$ cat config.mk
export PLATFORM = sky130hd
export DESIGN_NAME = upstream_rst_seq
export DESIGN_NICKNAME = d
export VERILOG_FILES = /design/src/rtl/ursq_pkg.sv /design/src/rtl/ursq_capture.sv /design/src/rtl/ursq_timer.sv /design/src/rtl/upstream_rst_seq.sv
export SDC_FILE = /design/constraint.sdc
export NUM_CORES = 1
export LEC_CHECK = 0
export BUFFER_PORTS_ARGS = -buffer_cell sky130_fd_sc_hd__buf_4
export CORE_MARGIN = 10
export CORE_UTILIZATION = 52
export DETAILED_ROUTE_END_ITERATION = 12
export PLACE_DENSITY = 0.74
export SYNTH_ARGS = -nofsm -noshare
export SYNTH_HDL_FRONTEND = slang
export SYNTH_HIERARCHICAL = 1
export SYNTH_SLANG_ARGS = --single-unit
$ cat constraint.sdc
create_clock -name clk -period 2 [get_ports clk]
set_input_delay 0.1 -clock clk [delete_from_list [all_inputs] [get_ports clk]]
set_output_delay 0.1 -clock clk [all_outputs]
set_load 0.005 [all_outputs]
$ cat src/rtl/ursq_pkg.sv
package ursq_pkg;
  typedef enum logic [1:0] {
    SQ_IDLE = 2'd0,
    SQ_HOLD = 2'd1,
    SQ_RUN  = 2'd2
  } sq_state_t;
endpackage

$ cat src/rtl/ursq_capture.sv
// Captures the range code at the release edge and decodes the tuning select.
module ursq_capture #(
  parameter int RANGE_W = 2,
  localparam int TUNE_W = 1 << RANGE_W
) (
  input  logic               clk,
  input  logic               bus_rst_n,
  input  logic               load,
  input  logic               pat_mode,
  input  logic [RANGE_W-1:0] pat_range,
  output logic               mode_q,
  output logic [RANGE_W-1:0] range_q,
  output logic [TUNE_W-1:0]  tune_q
);
  logic [TUNE_W-1:0] tune_dec;

  for (genvar g = 0; g < TUNE_W; g++) begin : g_tune
    assign tune_dec[g] = (pat_range == RANGE_W'(g));
  end

  always_ff @(posedge clk) begin
    if (!bus_rst_n) begin
      mode_q  <= 1'b0;
      range_q <= '0;
      tune_q  <= '0;
    end else if (load) begin
      mode_q  <= pat_mode;
      range_q <= pat_mode ? pat_range : '0;
      tune_q  <= pat_mode ? tune_dec : '0;
    end
  end

  // snapshot holds between captures
  assert_snapshot_held_R2: assert property (@(posedge clk) disable iff (!bus_rst_n)
    !load |=> ($stable(range_q) && $stable(tune_q) && $stable(mode_q)));
endmodule

$ cat src/rtl/ursq_timer.sv
// Down-counter that flags expiry once after being loaded.
module ursq_timer #(
  parameter int CNT_W = 8
) (
  input  logic             clk,
  input  logic             kill,
  input  logic             load,
  input  logic [CNT_W-1:0] load_val,
  output logic             expired
);
  logic             active_q;
  logic [CNT_W-1:0] cnt_q;

  always_ff @(posedge clk) begin
    if (kill) begin
      active_q <= 1'b0;
      cnt_q    <= '0;
    end else if (load) begin
      active_q <= 1'b1;
      cnt_q    <= load_val;
    end else if (active_q) begin
      if (cnt_q == '0) active_q <= 1'b0;
      else             cnt_q    <= cnt_q - 1'b1;
    end
  end

  assign expired = active_q && (cnt_q == '0);

  // one expiry per load, never repeated
  assert_single_expiry_R4: assert property (@(posedge clk) disable iff (kill)
    (expired && !load) |=> !expired);
endmodule

$ cat src/rtl/upstream_rst_seq.sv
module upstream_rst_seq #(
  parameter int RANGE_W      = 2,
  parameter int LOCK_CYCLES  = 12500,
  parameter int LEGACY_EXTRA = 7,
  localparam int TUNE_W  = 1 << RANGE_W,
  localparam int MAX_CYC = (LOCK_CYCLES > LEGACY_EXTRA) ? LOCK_CYCLES : LEGACY_EXTRA,
  localparam int CNT_W   = $clog2(MAX_CYC + 1)
) (
  input  logic               clk,
  input  logic               bus_rst_n,
  input  logic               init_mode,
  input  logic [RANGE_W-1:0] init_range,
  output logic               pll_rst,
  output logic [RANGE_W-1:0] pll_range,
  output logic [TUNE_W-1:0]  pll_tune,
  output logic               logic_rst,
  output logic               bus_block
);
  import ursq_pkg::*;

  localparam logic [CNT_W-1:0] LOCK_LD = CNT_W'(LOCK_CYCLES - 1);
  localparam logic [CNT_W-1:0] LEG_LD  = CNT_W'(LEGACY_EXTRA - 1);

  sq_state_t        state_q;
  logic             capture;
  logic             mode_q;
  logic             tmr_expired;
  logic [CNT_W-1:0] hold_ld;

  assign capture = bus_rst_n && (state_q == SQ_IDLE);
  assign hold_ld = init_mode ? LOCK_LD : LEG_LD;

  ursq_capture #(.RANGE_W(RANGE_W)) i_capture (
    .clk       (clk),
    .bus_rst_n (bus_rst_n),
    .load      (capture),
    .pat_mode  (init_mode),
    .pat_range (init_range),
    .mode_q    (mode_q),
    .range_q   (pll_range),
    .tune_q    (pll_tune)
  );

  ursq_timer #(.CNT_W(CNT_W)) i_timer (
    .clk      (clk),
    .kill     (!bus_rst_n),
    .load     (capture),
    .load_val (hold_ld),
    .expired  (tmr_expired)
  );

  always_ff @(posedge clk) begin
    if (!bus_rst_n) begin
      state_q   <= SQ_IDLE;
      pll_rst   <= 1'b1;
      logic_rst <= 1'b1;
      bus_block <= 1'b1;
    end else begin
      case (state_q)
        SQ_IDLE: begin
          pll_rst <= !init_mode;
          state_q <= SQ_HOLD;
        end
        SQ_HOLD: begin
          if (tmr_expired) begin
            logic_rst <= 1'b0;
            bus_block <= 1'b0;
            state_q   <= SQ_RUN;
          end
        end
        default: ;
      endcase
    end
  end

  // reset state visible after any sampled low reset
  logic seen_low_q;
  always_ff @(posedge clk) seen_low_q <= !bus_rst_n;
  always @(posedge clk) begin
    if (seen_low_q) begin
      assert_reset_hold_R1: assert (pll_rst && logic_rst && bus_block &&
                                    pll_range == '0 && pll_tune == '0);
    end
  end

  // running PLL always sees a one-hot tuning select
  assert_tune_onehot_R3: assert property (@(posedge clk) disable iff (!bus_rst_n)
    !pll_rst |-> ($countones(pll_tune) == 1));

  // legacy capture keeps the PLL bypassed
  assert_legacy_bypass_R5: assert property (@(posedge clk) disable iff (!bus_rst_n)
    (state_q != SQ_IDLE && !mode_q) |-> pll_rst);

  // response block follows the logic reset
  assert_block_tracks_R7: assert property (@(posedge clk) disable iff (!bus_rst_n)
    bus_block == logic_rst);
endmodule

==> results of run 1 <==
==> flip-flops by register name, indices dropped and copies added, names as in the netlist <==
register and count:
bus_block 1, i_capture/tune_q 4, state_q 2, i_capture/range_q 2, i_timer/cnt_q 14, i_timer/active_q 1, pll_rst 1
==> cells in the final DEF, fill, tap and decap left out, types with 2 or more instances in the layout <==
master	instances
conb_1	7
clkbuf_4	3
nor4_4	2
a21oi_1	5
nor2b_1	5
a21boi_1	5
o21ai_0	4
or3_1	5
a2111oi_0	2
nand4b_1	3
nand3_1	5
nand4_1	5
inv_1	10
nand2_1	5
a311o_1	2
a311oi_1	9
nor3_2	2
and3_1	2
nor2_1	17
nor3b_1	2
buf_4	24
nand2b_1	6
nor3_1	3
a31o_1	3
dfxtp_2	2
dfxtp_1	23
==> stage by stage <==
stage / setup slack (ps) / power, mW
final: 84.17 / 1.122
after global routing: -12.26 / 1.189
after CTS: 33.01 / 1.112
after detailed placement: -4.308 / 0.8651
after global placement: 95.77 / 0.8555
after floorplan: 93.30 / 0.7793
==> worst max-delay path by stage <==
stage	from	endpoint	slack, ps	cells past startpoint
global route	i_timer/cnt_q[0]	i_timer/cnt_q[7]	-10	6
detailed placement	i_timer/cnt_q[0]	i_timer/cnt_q[7]	-4	6
global placement	i_timer/cnt_q[0]	i_timer/cnt_q[7]	100	6
floorplan	i_timer/cnt_q[0]	bus_block	90	8
finish	i_timer/cnt_q[0]	i_timer/cnt_q[7]	80	6
CTS	i_timer/cnt_q[0]	i_timer/cnt_q[7]	30	6
==> what timing repair did <==
action / in CTS / in global routing
pin swaps: 0 / 1
setup buffers: 0 / 2
hold buffers: 1 / 0
hold endpoints to repair: 2 / 0
gates resized for setup: 1 / 4
setup endpoints to repair: 1 / 2
cloned: 0 / 0
==> worst reg2reg max path, stage by stage, from the launching register on <==
cell and delay (ps):
dfxtp_2 380, inv_1 70, ha_1 210, nor3b_2 190, and4_2 280, or3_1 410, a2111oi_2 290
==> where the power goes <==
part	internal (mW)	switching (mW)
clock	0.0768	0.164
combinational	0.142	0.159
sequential	0.536	0.0451
==> layer usage <==
layer	part of all wire	track usage
met5	0	0
met1	0.45	0.1422
met4	0.025	0.06882
met2	0.49	0.1931
met3	0.027	0.02342
==> layout make-up <==
class | count | area [µm²]
Tap cell | 30 | 37.54
Sequential cell | 25 | 503.0
Clock inverter | 1 | 7.507
Multi-Input combinational cell | 121 | 829.5
Fill cell | 219 | 868.3
Clock buffer | 3 | 22.52
Inverter | 11 | 41.29
Timing Repair Buffer | 25 | 190.2
==> summary.md, run 1 <==
| Metric | Value |
|---|---|
| Status | finished clean |
| DR pass1 iterations | 4 |
| Core footprint | 2500 µm² |
| Setup TNS | 0 ps |
| Post-Layout Inst Area | 1632 µm² |
| Die area | 5132 µm² |
| Reg2reg end | i_timer/cnt_q[7] |
| Total of max-cap violations | 0 |
| Post-DP HPWL | 2189 µm |
| Worst hold-check path type | in2reg |
| Peak VDD IR | 0.0005718 V |
| I/O Pins | 14 |
| Worst path top cell family by delay | simple AND/OR/NAND/NOR gates |
| Critical R2R Launch | i_timer/cnt_q[0] |
| CTS tree | done |
| Clock Skews | 1.036 ps |
| Hold Crit Depth | 3 |
| Placed Cells incl. Taps | 209 |
| Nets | 193 |
| Final cell count without fillers | 216 |
| CP max FO | 9 |
| CTS root buf | clkbuf_4 |
| Total gr overflow | 0 |
| Antenna Cells | 0 |
| Largest net degree at the start of global routing | 21 |
| WP data required | 2250 ps |
| Final RePlAce weighted congestion | 0.8275 |
| Critical path's largest stage delay | 410 ps |
| Vias in the first global route | 1149 |
| Setup violators final | 0 |
| Height of the die | 71.64 µm |
| Layout area overhead | 17.69% |
| Syn_area_per_cell | 8.558 µm² |
| Part of the cycle the worst path needs | 0.9579 |
| Worst path arrival time | 2160 ps |
| R2R depth | 6 |
| Sink Count | 25 |
| Routed WL | 3120 µm |
| Leakage | 0.6263 nW |
| Post-Syn Instances | 162 |
| Pins Over Slew Limit | 0 |
| DR WL/cell | 14.44 µm |
| Worst path slowest cell | or3_1 |
| Final min period | 1916 ps |
| Endpoints failing hold | 0 |
| Global-route wire length before repair | 5154 µm |
| Clock transition at the registers of the reported paths | 140 ps |
| Yosys Warn Count | 6 |
| Worst skew pair latency | 330 ps |
| Hold WS | 47.46 ps |
| Initial DRC Count | 123 |
| Post-route DRC | 0 |
| Vias/cell | 5.880 |
| CP endpoint kind | flop |
| Hold path endpoint | i_capture/tune_q[2] |
| Initial antenna violation count | 0 |
| Via count | 1270 |
| H-tree depth reported by CTS | 1 |
| F_max | 522.0 MHz |
| Worst reg-to-reg setup slack | 80 ps |
| Cell Rows | 18 |
| Critical path buffer and inverter count | 1 |
| Chip Width | 71.64 µm |
| Tot GR Track Use | 0.1191 |
| Cell area after synthesis | 1386 µm² |
| ANT nets after route | 0 |
| Startpoint types | flop |
| Post-place instance area | 1563 µm² |
| Power Dens Cells | 687.8 nW/µm² |
| CP Cell Sequence | inv_1, ha_1, nor3b_2, and4_2, or3_1, a2111oi_2 |
| Critical hold path startpoint | init_range[1] |
| Critical path type | reg2reg |
| Initial Util | 0.5546 |
| Final Core Density | 0.6527 |
| Proportion of layout cells with a drive suffix above 1 | 0.2258 |
| PortBufs | 13 |
| Max Root-Sink Buffers | 2 |
| CTS buffer count | 3 |
(Power assumes the default switching activity.)
==> run 2: changes to the inputs <==
--- a/config.mk
+++ b/config.mk
@@ -7,10 +7,9 @@
 export LEC_CHECK = 0
 export BUFFER_PORTS_ARGS = -buffer_cell sky130_fd_sc_hd__buf_4
 export CORE_MARGIN = 10
-export CORE_UTILIZATION = 52
+export CORE_UTILIZATION = 51
 export DETAILED_ROUTE_END_ITERATION = 12
 export PLACE_DENSITY = 0.74
 export SYNTH_ARGS = -nofsm -noshare
 export SYNTH_HDL_FRONTEND = slang
-export SYNTH_HIERARCHICAL = 1
 export SYNTH_SLANG_ARGS = --single-unit
==> run 2 against run 1 <==
Die area is 6.5% lower. Critical path depth stayed put. Area after synthesis is 11% lower. Non-clock buffer count is 9 lower. Sequential power is 4.0% lower. Maximum frequency is 2.9% higher. Clock skew is 0.53 ps higher. Wire length is 12% lower. Clock power is 8.7% lower. Flip-flop and latch count stayed put. Worst setup slack better by 54 ps. Total power is 12% lower. Critical endpoint is now i_timer.cnt_q[8]. Largest cell class unchanged.
==> summary.md, run 2 <==
| Metric | Value |
|---|---|
| Pins Over Slew Limit | 0 (unchanged) |
| Syn_area_per_cell | 8.976 µm² (was 8.558 µm²) |
| Compound-Gate Fraction of Synth Area | 0.1818 |
| Most frequent cells in the layout | 25 x dfxtp_1, 16 x buf_4, 12 x nand2_1 (was 24 x buf_4, 23 x dfxtp_1, 17 x nor2_1) |
| Post-CTS Setup Inserts | 0 (unchanged) |
| Slew headroom | 0.6741 |
| Via count | 1086 (was 1270) |
| PortBufs | 13 (unchanged) |
| Worst path arrival time | 2110 ps (was 2160 ps) |
| Setup violators final | 0 (unchanged) |
| Adder-cell share of the synthesized area | 0.01010 |
| Largest regs | i_timer.cnt_q: 14 flops, i_capture.tune_q: 4 flops (was i_timer/cnt_q: 14 flops, i_capture/tune_q: 4 flops) |
| Post-synth top cells | 25 x dfxtp_1, 12 x nand2_1, 7 x nor2_1, 7 x o21ai_0, 7 x o31ai_1 |
| Yosys top cell area share | 0.4040 |
| Proportion of layout cells with a drive suffix above 1 | 0.2157 (was 0.2258) |
| DR WL/cell | 15.19 µm (was 14.44 µm) |
| Worst skew pair latency | 310 ps (was 330 ps) |
| Post-DP HPWL | 1973 µm (was 2189 µm) |
| Tot GR Track Use | 0.1120 (was 0.1191) |
| Post-Syn Instances | 138 (was 162) |
| Post-synth EDFFs | 0 |
| Height of the die | 69.28 µm (was 71.64 µm) |
| Final Core Density | 0.6121 (was 0.6527) |
| Post-place instance area | 1344 µm² (was 1563 µm²) |
| Fill cell count | 214 (was 219) |
| Status | finished clean (unchanged) |
| Total of max-cap violations | 0 (unchanged) |
| Power Dens Cells | 716.1 nW/µm² (was 687.8 nW/µm²) |
| Worst path slowest cell | or4_1 (was or3_1) |
| Worst path top cell family by delay | simple AND/OR/NAND/NOR gates (unchanged) |
| Initial Util | 0.5494 (was 0.5546) |
| Sink Count | 25 (unchanged) |
| Top post-synthesis cells by area | dfxtp_1 40%, o31ai_1 4.2%, nand2_1 3.6% |
| I/O Pins | 14 (unchanged) |
| Endpoints failing hold | 0 (unchanged) |
| Yosys Warn Count | 0 (was 6) |
| Cell Rows | 17 (was 18) |
| RSZ-0062 raised after global routing | no |
| Critical path type | reg2reg (unchanged) |
| Synth area leader | dfxtp_1 |
| Vias/cell | 6.000 (was 5.880) |
| Final RePlAce weighted congestion | 0.8931 (was 0.8275) |
| Core footprint | 2255 µm² (was 2500 µm²) |
| Antenna Cells | 0 (unchanged) |
| Reg with most FFs | i_timer.cnt_q (was i_timer/cnt_q) |
| H-tree depth reported by CTS | 1 (unchanged) |
| Global-route wire length before repair | 4740 µm (was 5154 µm) |
| Pwr Total | 0.9882 mW (was 1.122 mW) |
| Layout area overhead | 11.41% (was 17.69%) |
| CP max FO | 6 (was 9) |
| Most common cell after layout, fill and taps aside | dfxtp_1 (was buf_4) |
| Worst hold-check path type | in2reg (unchanged) |
| F_max | 537.2 MHz (was 522.0 MHz) |
| Chip Width | 69.28 µm (was 71.64 µm) |
| Post-Layout Inst Area | 1380 µm² (was 1632 µm²) |
| Post-synthesis mux area share | 0.01616 |
| Total gr overflow | 0 (unchanged) |
| Crit. Startpoint | i_timer.cnt_q[0] (was i_timer/cnt_q[0]) |
| Cts hold-fix bufs | 0 (was 1) |
| Critical path's largest stage delay | 530 ps (was 410 ps) |
| Worst-Margin Slew | 485.1 ps |
| Yosys cell types | 42 |
| CP endpoint kind | flop (unchanged) |
| DR pass1 iterations | 4 (unchanged) |
| CTS buffer count | 3 (unchanged) |
| WP data required | 2250 ps (about the same) |
| CP Cell Sequence | inv_1, ha_1, nor3b_2, nand2_2, or4_1, a21oi_1 (was inv_1, ha_1, nor3b_2, and4_2, or3_1, a2111oi_2) |
| Startpoint types | flop (unchanged) |
| Initial DRC Count | 62 (was 123) |
| PostCTS Resize Cnt | 0 (was 1) |
| Cell area after synthesis | 1239 µm² (was 1386 µm²) |
| Syn_nets | 144 |
| Routed WL | 2749 µm (was 3120 µm) |
| Clock transition at the registers of the reported paths | 130 ps (was 140 ps) |
| Die area | 4800 µm² (was 5132 µm²) |
| Part of the cycle the worst path needs | 0.9307 (was 0.9579) |
| Hold WS | 47.06 ps (was 47.46 ps) |
| Initial antenna violation count | 0 (unchanged) |
| CTS tree | done (unchanged) |
| Nets | 160 (was 193) |
| Largest net degree at the start of global routing | 19 (was 21) |
| Max reg flops | 14 (unchanged) |
| Clock Skews | 1.566 ps (was 1.036 ps) |
| Leakage | 0.5133 nW (was 0.6263 nW) |
| Critical R2R Launch | i_timer.cnt_q[0] (was i_timer/cnt_q[0]) |
| Peak VDD IR | 0.0004717 V (was 0.0005718 V) |
| Sequential-to-total area share from yosys stat | 0.4040 |
| Count leader, synth | dfxtp_1 |
| Critical path buffer and inverter count | 1 (unchanged) |
| Main combinational cell family by area after synthesis | simple AND/OR/NAND/NOR gates |
| CTS root buf | clkbuf_4 (unchanged) |
| Vias in the first global route | 1056 (was 1149) |
| Worst reg-to-reg setup slack | 140 ps (was 80 ps) |
| Critical hold path startpoint | bus_rst_n (was init_range[1]) |
| Max Root-Sink Buffers | 2 (unchanged) |
| Synth Register Bits | 25 |
| Top_reg_cell synth | dfxtp_1 |
| Fraction of registers with async set or reset after synthesis | 0 |
| Synth Area in Simple Gates | 0.3263 |
| ANT nets after route | 0 (unchanged) |
| Synth Area in XOR/XNOR | 0 |
| Setup TNS | 0 ps (unchanged) |
| Final min period | 1861 ps (was 1916 ps) |
| Post-route DRC | 0 (unchanged) |
run 2: stage by stage:
| step | worst slack, ps | instances |
|---|---|---|
| 4_1_cts | 101.3 | 181 |
| 3_3_place_gp | 219.8 | 177 |
| 5_1_grt | 32.34 | 181 |
| 6_report | 138.6 | 181 |
| 3_5_place_dp | 129.0 | 177 |
| 2_1_floorplan | 268.5 | 138 |
run 2: cell type report:
cell class                 count  area [µm²]  share of cell area
multi-input combinational    101       670.6              0.4859
sequential                    25       500.5              0.3626
timing repair buffer          16       120.1             0.08704
tap                           28       35.03             0.02539
inverter                       7       26.28             0.01904
clock buffer                   3       22.52             0.01632
clock inverter                 1       5.005            0.003626
run 2: report_power, final:
part,switching (mW),internal [mW]
combinational,0.122,0.0879
sequential,0.0313,0.527
clock,0.146,0.0746
run 2: cell families after synthesis:
group | after synthesis
AND/OR/NAND/NOR | 64
AO/OA/AOI/OAI | 34
flip-flops | 25
buffers and inverters | 12
multiplexers | 2
adder cells (fa/ha/maj) | 1
run 2: metal layers:
metal,global-route usage,up-vias,wire [µm]
met5,0,-,0
met4,0.03991,0,17
met3,0.02282,2,128
met2,0.1825,23,1309
met1,0.1408,512,1294
li1,-,549,-
run 2: path summary, 6_finish.rpt:
path                                        endpoint  cells past startpoint
worst max-delay path                i_timer.cnt_q[8]                      6
worst min-delay path                         pll_rst                      2
worst max register to register      i_timer.cnt_q[8]                      6
worst min register to register  i_capture.range_q[0]                      2
==> run 3: changes to the inputs <==
--- a/config.mk
+++ b/config.mk
@@ -7,9 +7,9 @@
 export LEC_CHECK = 0
 export BUFFER_PORTS_ARGS = -buffer_cell sky130_fd_sc_hd__buf_4
 export CORE_MARGIN = 10
-export CORE_UTILIZATION = 51
+export CORE_UTILIZATION = 55
 export DETAILED_ROUTE_END_ITERATION = 12
-export PLACE_DENSITY = 0.74
+export PLACE_DENSITY = 0.76
 export SYNTH_ARGS = -nofsm -noshare
 export SYNTH_HDL_FRONTEND = slang
 export SYNTH_SLANG_ARGS = --single-unit
==> constraint.sdc (replaced) <==
create_clock -name clk -period 2.2 [get_ports clk]
set_input_delay 0.11 -clock clk [delete_from_list [all_inputs] [get_ports clk]]
set_output_delay 0.11 -clock clk [all_outputs]
set_load 0.005 [all_outputs]
==> run 3 against run 2 <==
Flip-flop and latch count stayed put. Highest routed layer unchanged. Sequential power is 8.8% lower. Critical path type unchanged. Worst hold slack better by 6.1 ps. Critical path depth stayed put. Utilization is 1.2 points higher.
==> summary.md, run 3 (synthesis gave the netlist of run 2 again) <==
| Metric | Value |
|---|---|
| Chip Width | 67.46 µm (was 69.28 µm) |
| Largest regs | i_timer.cnt_q: 14 flops, i_capture.tune_q: 4 flops (unchanged) |
| Reg2reg end | i_timer.cnt_q[1] (was i_timer.cnt_q[8]) |
| R2R depth | 6 (unchanged) |
| Vias in the first global route | 998 (was 1056) |
| Proportion of layout cells with a drive suffix above 1 | 0.1854 (was 0.2157) |
| Cts hold-fix bufs | 0 (unchanged) |
| Max Root-Sink Buffers | 2 (unchanged) |
| WP data required | 2410 ps (was 2250 ps) |
| Sink Count | 25 (unchanged) |
| CTS tree | done (unchanged) |
| ANT nets after route | 0 (unchanged) |
| Clock transition at the registers of the reported paths | 130 ps (about the same) |
| Sequential share of power | 0.572 (was 0.564) |
| Psw | 0.2661 mW (was 0.2992 mW) |
| Routed WL | 2650 µm (was 2749 µm) |
| Initial Util | 0.5709 (was 0.5494) |
| PortBufs | 13 (unchanged) |
| Core footprint | 2170 µm² (was 2255 µm²) |
| Startpoint types | flop (unchanged) |
| Setup TNS | 0 ps (unchanged) |
| Slew headroom | 0.5763 (was 0.6741) |
| F_max | 512.3 MHz (was 537.2 MHz) |
| Final min period | 1952 ps (was 1861 ps) |
| Part of the cycle the worst path needs | 0.8873 (was 0.9307) |
| Die area | 4550 µm² (was 4800 µm²) |
| Internal | 0.6236 mW (was 0.6890 mW) |
| Hold path endpoint | pll_rst (unchanged) |
| Most frequent cells in the layout | 25 x dfxtp_1, 14 x buf_4, 12 x nand2_1 (was 25 x dfxtp_1, 16 x buf_4, 12 x nand2_1) |
| Pins Over Slew Limit | 0 (unchanged) |
| Global-route wire length before repair | 4678 µm (was 4740 µm) |
| H-tree depth reported by CTS | 1 (unchanged) |
| Worst reg-to-reg setup slack | 250 ps (was 140 ps) |
| CP max FO | 11 (was 6) |
| Worst-Margin Slew | 633.2 ps (was 485.1 ps) |
| Layout area overhead | 9.394% (was 11.41%) |
| Final RePlAce weighted congestion | 0.8400 (was 0.8931) |
| Sw Ratio | 0.2991 (was 0.3028) |
| Power share of the clock group | 0.223 (about the same) |
| Peak VDD IR | 0.0003857 V (was 0.0004717 V) |
| Max reg flops | 14 (unchanged) |
| Endpoints failing hold | 0 (unchanged) |
| Critical hold path startpoint | bus_rst_n (unchanged) |
| CTS root buf | clkbuf_4 (unchanged) |
| CP endpoint kind | flop (unchanged) |
| RSZ-0062 raised after global routing | no (unchanged) |
| CTS buffer count | 3 (unchanged) |
| Worst hold-check path type | in2reg (unchanged) |
| Initial antenna violation count | 0 (unchanged) |
| Critical R2R Launch | i_timer.cnt_q[0] (unchanged) |
| Power Dens Cells | 656.6 nW/µm² (was 716.1 nW/µm²) |
| Vias/cell | 6.257 (was 6.000) |
| Nets | 158 (was 160) |
| Post-CTS Setup Inserts | 0 (unchanged) |
| Tot GR Track Use | 0.1275 (was 0.1120) |
| Clock Skews | 3.192 ps (was 1.566 ps) |
| Cell Rows | 17 (unchanged) |
| Antenna Cells | 0 (unchanged) |
| Power share of the combinational group | 0.205 (was 0.213) |
| Height of the die | 67.46 µm (was 69.28 µm) |
| Hold Crit Depth | 2 (unchanged) |
| Hold WS | 53.16 ps (was 47.06 ps) |
| Pwr Total | 0.8897 mW (was 0.9882 mW) |
| PostCTS Resize Cnt | 0 (unchanged) |
| Most common cell after layout, fill and taps aside | dfxtp_1 (unchanged) |
| Leakage | 0.4984 nW (was 0.5133 nW) |
| Setup violators final | 0 (unchanged) |
| Post-DP HPWL | 1911 µm (was 1973 µm) |
| DR WL/cell | 14.80 µm (was 15.19 µm) |
| Critical path type | reg2reg (unchanged) |
| Status | finished clean (unchanged) |
| Total gr overflow | 0 (unchanged) |
| Initial DRC Count | 89 (was 62) |
| Final cell count without fillers | 179 (was 181) |
| Placed Cells incl. Taps | 175 (was 177) |
| Total of max-cap violations | 0 (unchanged) |
| Worst skew pair latency | 310 ps (about the same) |
| DR pass1 iterations | 4 (unchanged) |
| Via count | 1120 (was 1086) |
| Largest net degree at the start of global routing | 19 (unchanged) |
| Reg with most FFs | i_timer.cnt_q (unchanged) |
| Worst path arrival time | 2160 ps (was 2110 ps) |
| I/O Pins | 14 (unchanged) |
| Post-route DRC | 0 (unchanged) |
-- run 3: power groups by stage --
| stage | clock [mW] | sequential, mW | combinational [mW] |
|---|---|---|---|
| 3_5_place_dp | 0 | 0.517 | 0.179 |
| 3_3_place_gp | 0 | 0.516 | 0.172 |
| 5_1_grt | 0.218 | 0.512 | 0.208 |
| 6_report | 0.199 | 0.509 | 0.182 |
| 4_1_cts | 0.201 | 0.508 | 0.180 |
| 2_1_floorplan | 0 | 0.512 | 0.138 |
-- run 3: how the worst max path moves through the flow --
| stage | from | to | slack (ps) | cells after the start |
|---|---|---|---|---|
| global route | i_timer.cnt_q[0] | i_timer.cnt_q[1] | 90 | 6 |
| finish | i_timer.cnt_q[0] | i_timer.cnt_q[1] | 250 | 6 |
| global placement | i_timer.cnt_q[0] | i_timer.cnt_q[1] | 430 | 6 |
| floorplan | i_timer.cnt_q[0] | i_timer.cnt_q[8] | 470 | 7 |
| CTS | i_timer.cnt_q[0] | i_timer.cnt_q[1] | 270 | 6 |
| detailed placement | i_timer.cnt_q[0] | i_timer.cnt_q[1] | 280 | 6 |
-- run 3: final cells by class --
class,count,area (µm²)
well taps,28,35.03
flip-flops and latches,25,500.5
multi-input cells,101,661.9
fillers,207,814.5
repair buffers,14,105.1
clock buffers,4,26.28
inverters,7,26.28
-- run 3: worst max-delay path, cell delays in order, from the launching register on --
cell and delay, ps:
dfxtp_1 370, inv_1 100, ha_1 180, nor3b_2 330, and4_1 440, nor2_1 130
o311a_1 310
-- run 3: per-stage QoR --
stage               setup WS, ps  area (µm²)  utilization
floorplan                  468.5        1239            -
detailed placement         283.2        1329       0.6125
CTS                        266.1        1355       0.6246
finish                     247.9        1355       0.6246
global placement           427.2        1329       0.6125
global route               90.48        1355       0.6246
-- run 3: metal layers --
metal	vias to the layer above	wire [µm]	part of all wire	global-route usage
li1	545	-	-	-
met4	0	38	0.014	0.03077
met2	42	1207	0.46	0.2062
met5	-	0	0	0
met1	525	1187	0.45	0.1616
met3	8	217	0.082	0.03967
